**config.mk**
```make
export PLATFORM = sky130hd
export DESIGN_NAME = outcell_bank
export DESIGN_NICKNAME = d
export VERILOG_FILES = /design/src/rtl/outcell_pkg.sv /design/src/rtl/outcell_reg.sv /design/src/rtl/outcell_drive.sv /design/src/rtl/outcell_bank.sv
export SDC_FILE = /design/constraint.sdc
export NUM_CORES = 1
export LEC_CHECK = 0
export BUFFER_PORTS_ARGS = -buffer_cell sky130_fd_sc_hd__buf_4
export CORE_MARGIN = 5
export CORE_UTILIZATION = 35
export CTS_CLUSTER_DIAMETER = 60
export CTS_CLUSTER_SIZE = 10
export DETAILED_ROUTE_END_ITERATION = 8
export GPL_TIMING_DRIVEN = 0
export HOLD_SLACK_MARGIN = 0.03
export PLACE_DENSITY = 0.79
export RECOVER_POWER = 100
export SLEW_MARGIN = 10
export SYNTH_ARGS = -nofsm -noshare
export SYNTH_HDL_FRONTEND = slang
export SYNTH_SLANG_ARGS = --single-unit
export TNS_END_PERCENT = 100
```
**constraint.sdc**
```tcl
create_clock -name clk -period 1.11 [get_ports clk]
set_input_delay 0.1665 -clock clk [delete_from_list [all_inputs] [get_ports clk]]
set_output_delay 0.1665 -clock clk [all_outputs]
set_load 0.01 [all_outputs]
```
**src/rtl/outcell_pkg.sv**
```systemverilog
package outcell_pkg;

    // Per-cell configuration: two independent selection bits
    typedef struct packed {
        logic registered;   // 1: pin follows flip-flop, 0: pin follows sum
        logic active_low;   // 1: complement the selected value on the pin
    } cell_cfg_t;

    // Everything one cell presents at its pin and back to the array
    typedef struct packed {
        logic data;
        logic en;
        logic hiz;
        logic fb;
    } cell_pins_t;

endpackage

```
**src/rtl/outcell_reg.sv**
```systemverilog
// Flip-flop row shared by all cells: synchronous preset, asynchronous clear.
module outcell_reg #(
    parameter int WIDTH = 10
) (
    input  logic             clk,
    input  logic             rst_n,
    input  logic [WIDTH-1:0] sum_i,
    input  logic             preset_i,
    input  logic             clear_i,
    output logic [WIDTH-1:0] q_o
);

    typedef struct packed {
        logic [WIDTH-1:0] q;
    } reg_state_t;

    reg_state_t st_d, st_q;
    logic       async_clr;

    // Power-on reset and the clear term both force LOW without a clock;
    // because they act asynchronously, clear dominates a concurrent preset.
    assign async_clr = ~rst_n | clear_i;

    always_comb begin
        st_d = st_q;
        if (preset_i) begin
            st_d.q = '1;
        end else begin
            st_d.q = sum_i;
        end
    end

    always_ff @(posedge clk or posedge async_clr) begin
        if (async_clr) begin
            st_q <= '0;
        end else begin
            st_q <= st_d;
        end
    end

    assign q_o = st_q.q;

endmodule

```
**src/rtl/outcell_drive.sv**
```systemverilog
// Output selection, polarity, tristate model and feedback for one cell.
module outcell_drive
    import outcell_pkg::*;
(
    input  cell_cfg_t  cfg_i,
    input  logic       sum_i,
    input  logic       q_i,
    input  logic       oe_i,
    input  logic       pin_in_i,
    output cell_pins_t pins_o
);

    logic selected;
    logic driven;

    always_comb begin
        selected    = cfg_i.registered ? q_i : sum_i;
        driven      = selected ^ cfg_i.active_low;
        pins_o.data = driven;
        pins_o.en   = oe_i;
        pins_o.hiz  = ~oe_i;
        if (cfg_i.registered) begin
            pins_o.fb = q_i;
        end else begin
            // pin level: own output while driven, external level otherwise
            pins_o.fb = oe_i ? driven : pin_in_i;
        end
    end

endmodule

```
**src/rtl/outcell_bank.sv**
```systemverilog
// Bank of output cells sharing clock, preset and clear.
module outcell_bank
    import outcell_pkg::*;
#(
    parameter int NUM_CELLS = 10
) (
    input  logic                 clk,
    input  logic                 rst_n,
    input  logic [NUM_CELLS-1:0] sum_i,
    input  logic [NUM_CELLS-1:0] oe_term_i,
    input  logic                 preset_term_i,
    input  logic                 clear_term_i,
    input  logic [NUM_CELLS-1:0] cfg_reg_i,
    input  logic [NUM_CELLS-1:0] cfg_inv_i,
    input  logic [NUM_CELLS-1:0] pin_in_i,
    output logic [NUM_CELLS-1:0] pin_data_o,
    output logic [NUM_CELLS-1:0] pin_en_o,
    output logic [NUM_CELLS-1:0] pin_hiz_o,
    output logic [NUM_CELLS-1:0] fb_o
);

    localparam int LAST_CELL = NUM_CELLS - 1;

    logic [LAST_CELL:0] q_row;

    outcell_reg #(
        .WIDTH(NUM_CELLS)
    ) u_reg (
        .clk     (clk),
        .rst_n   (rst_n),
        .sum_i   (sum_i),
        .preset_i(preset_term_i),
        .clear_i (clear_term_i),
        .q_o     (q_row)
    );

    for (genvar c = 0; c <= LAST_CELL; c++) begin : g_cell
        cell_cfg_t  cfg;
        cell_pins_t pins;

        assign cfg.registered = cfg_reg_i[c];
        assign cfg.active_low = cfg_inv_i[c];

        outcell_drive u_drive (
            .cfg_i   (cfg),
            .sum_i   (sum_i[c]),
            .q_i     (q_row[c]),
            .oe_i    (oe_term_i[c]),
            .pin_in_i(pin_in_i[c]),
            .pins_o  (pins)
        );

        assign pin_data_o[c] = pins.data;
        assign pin_en_o[c]   = pins.en;
        assign pin_hiz_o[c]  = pins.hiz;
        assign fb_o[c]       = pins.fb;
    end

endmodule

```
# Yosys cells after proc, flatten, opt, wreduce, memory -nomap -nowiden
# Cells that the tools add are included.
[totals]
reg_bits = 10
in_bits = 54
out_inout_bits = 40
[op_classes]
n_mux = 31
bitwise = 22
[ops]
columns = ["operator", "count"]
rows = [
  ["2-to-1 mux 1 bit", 30],
  ["inverter 1 bit", 11],
  ["2-to-1 mux 10 bit", 1],
  ["XOR 1 bit", 10],
  ["bitwise OR 1 bit", 1],
]

# Logic depth before layout (Yosys ltp)
[depth]
word_depth = 4
ltp_mapped = 3
ltp_nobuf = 2

# Hierarchy
# From an unflattened synthesis, not the netlist that was laid out.
[unflattened]
hier_cells = 121
hier_area_um2 = 1094.8
[by_module_without_submodules]
columns = ["mod", "area_per_inst_um2", "n_inst", "seq_area_each_um2", "cells_each"]
rows = [
  ["outcell_drive", 77.6, 10, 0.0, 10],
  ["outcell_reg", 319.1, 1, 250.2, 21],
]

# Worst setup path after synthesis
# Ideal clock, no wire load.
[synth_timing]
path_type = "register to output"
startpoint = "reg u_reg.st_q, in the netlist u_reg.q_o[0]"
endpoint = "out pin_data_o[0]"
required_ns = 0.943
stages_incl_launch_ff = 4
t_arrival_ns = 0.764
path_slack_ns = 0.180
path_cell_list = "dfrtp_1 mux2i_1 xnor2_1 buf_4"
[synth_via]
elab_chain_cells = 2
[synth_rtl]
columns = ["item", "line", "rtl"]
rows = [
  ["from (decl)", "outcell_reg.sv:17", "reg_state_t st_d, st_q;"],
  ["from (signal assigned)", "outcell_reg.sv:37", "st_q <= st_d;"],
  ["2-to-1 mux 1 bit", "outcell_drive.sv:17", "selected = cfg_i.registered ? q_i : sum_i;"],
  ["XOR 1 bit", "outcell_drive.sv:18", "driven = selected ^ cfg_i.active_low;"],
  ["to (decl)", "outcell_bank.sv:16", "output logic [NUM_CELLS-1:0] pin_data_o,"],
]
# No other way between the ends.

# Worst setup path after layout
[layout_timing]
startpoint = "reg u_reg.st_q, in the netlist u_reg.q_o[3]"
endpoint = "out pin_data_o[3]"
# Same word-level chain as after synthesis.

==> out/results.txt <==
Routed WL: 2.71 mm
post-route minimum period: 1280 ps
first-pass GRT wire length: 4.15 mm
Slew HR: 39.9%
vias in the first global route: 1034
setup ws final: -171 ps
Sum Neg Setup Slack: -1660 ps
die height: 65.2 um
total CTS buffers: 3
final hold violations: 0
Final Core Density: 56.9%
worst-path cell with the longest stage delay: dfrtp_1
Synth Net Count: 175
top cells by count, synth: buf_4 (20), xnor2_1 (20)
H-Tree Depth: 1
ANT nets after route: 0
CP cell instances: mux2i_1 > xnor2_1 > buf_4
Core Region: 2980 um2
Root Driver: clkbuf_4
f_max: 0.781 GHz
drt pass-1 iters: 3
Post-synth ARST share: 100%
number of placement rows: 20
Unique masters post-synth: 12
Synth area leader: dfrtp_1
Area growth, synth to finish: 58.9%
CP Class: reg2out
data arrival time of the critical path: 1110 ps
final-report max-slew violation count: 0
final RePlAce weighted congestion: 0.697
fin cells: 242
die area: 4250 um2
clock buffer depth: 2
area share of the largest cell type after synthesis: 23.4%
Power Density: 758 nW/um2
Residual DRC: 0
Worst Path Max Fanout: 2
startpoint types: flip-flop
WL per Instance: 11.2 um
cts hold-fix bufs: 0
Port Buf Inserts: 93
Worst Tran Pin Value: 900 ps
Mapped Area: 1070 um2
Max VDD drop: 0.387 mV
Setup-failing EPs final: 12
FF+latch count, synth: 10
ys flop type: dfrtp_1
status: finished, violations left
violated checks: negative setup slack
ant diodes: 0
gr ovfl total: 0
CTS tree: yes
RSZ-0062 raised after global routing: true
DP Cell Count: 247
Worst setup endpoint: pin_data_o[3]
GRT Total Usage: 12.1%
synthesized area per cell: 8.82 um2
Detailed Place HPWL: 2.45 mm
CP Capture Type: output pin
Vias/cell: 4.43
Max Cap Viol: 0
share of cells above drive strength 1: 51.7%
synth top area cells: dfrtp_1 (23%), xnor2_1 (16%), buf_4 (14%), mux2i_1 (9.4%), or3b_1 (8.2%)
leak pwr: 0.840 nW
Largest register FFs: 10
initial core utilization: 35.8%
number of clock sinks: 10
CP max stage delay: 380 ps
IO Pins: 94
Reg clk slew, reported paths: 70 ps
EDFF count, synth: 0
initial DRC count: 6
initial antenna violation count: 0
Synth warnings: 0
Post-layout nets: 265
final worst-path cycle share: 115%
CP required: 940 ps
Hold Path Class: in2reg
pin count of the biggest net entering global routing: 11
via count: 1072
die width: 65.2 um
Seq/Total Area, Yosys: 23.4%
Synth Instances: 121
Critical Path Source: u_reg.q_o[3]
[per-stage QoR]
stage          hold slack (ps)  power (mW)  instance area (um2)  setup WS [ps]
6_report                   118        1.28                 1700           -171
5_1_grt                    107        1.38                 1700           -248
4_1_cts                    114        1.34                 1770           -189
3_5_place_dp               388        1.15                 1810           24.7
3_3_place_gp               387        1.14                 1810          -4.98
2_1_floorplan              199       0.745                 1070            180
[final cells by class]
type	count	area [um2]
fillers	338	1280
multi-input cells	81	634
repair buffers	95	634
flip-flops and latches	10	250
plain buffers	10	75.1
well taps	33	41.3
inverters	10	37.5
clock buffers	3	22.5
[worst max-delay path: cells and delay by family, from the launching register on]
| family | cells | cell delay (ps) |
|---|---|---|
| buf+inv | 1 | 140 |
| mux | 1 | 190 |
| flops | 1 | 380 |
| xor+xnor | 1 | 140 |
[how the worst min path moves through the flow]
stage | start | end | slack (ps) | cells after the start
6_report | sum_i[8] | u_reg.q_o[8] | 120 | 2
5_1_grt | sum_i[7] | u_reg.q_o[7] | 110 | 2
4_1_cts | sum_i[0] | u_reg.q_o[0] | 110 | 2
3_5_place_dp | sum_i[0] | u_reg.q_o[0] | 390 | 2
3_3_place_gp | sum_i[0] | u_reg.q_o[0] | 390 | 2
2_1_floorplan | clear_term_i | u_reg.q_o[0] | 200 | 1
[what timing repair did]
| action | in CTS | in global routing |
|---|---|---|
| resized for setup | 1 | 1 |
| pin swaps | 10 | 5 |
| setup buffers | 2 | 0 |
| setup endpoints to repair | 11 | 20 |
[layout by cell type, fill, tap and decap left out]
| master | synthesis | final |
|---|---|---|
| buf_4 | 20 | 83 |
| clkbuf_1 | 0 | 21 |
| xnor2_1 | 20 | 20 |
| mux2i_1 | 10 | 10 |
| or3b_1 | 10 | 10 |
| o211ai_1 | 10 | 10 |
| inv_1 | 10 | 10 |
| or2_2 | 10 | 10 |
| dfrtp_1 | 10 | 10 |
| or2b_2 | 9 | 9 |
| nand2_1 | 10 | 8 |
| clkbuf_4 | 0 | 4 |
| nand2_2 | 0 | 2 |
| nand2b_1 | 1 | 1 |
| nor2b_1 | 1 | 1 |
[where the power goes]
| part | total (mW) | switching [mW] | internal (mW) |
|---|---|---|---|
| combinational | 0.646 | 0.261 | 0.384 |
| sequential | 0.392 | 0.00951 | 0.383 |
| clock | 0.247 | 0.122 | 0.125 |
| total | 1.28 | 0.393 | 0.892 |
[routing by layer]
metal / vias up / global-route usage (%) / part of all wire, %
met5: - / 0 / 0
met4: 0 / 5.44 / 1.0
met3: 2 / 2.05 / 11
met2: 46 / 22.0 / 50
met1: 469 / 13.7 / 38
li1: 555 / - / -
[cell families (layout without fill, tap and decap cells)]
| group | after synthesis | in the layout | synth area share, % |
|---|---|---|---|
| and+or+nand+nor | 41 | 41 | 26.1 |
| buffers and inverters | 30 | 118 | 17.6 |
| xor gates and xnor gates | 20 | 20 | 16.4 |
| AOI/OAI and AO/OA | 10 | 10 | 7.03 |
| muxes | 10 | 10 | 9.38 |
| DFF | 10 | 10 | 23.4 |
(Power assumes the default switching activity.)
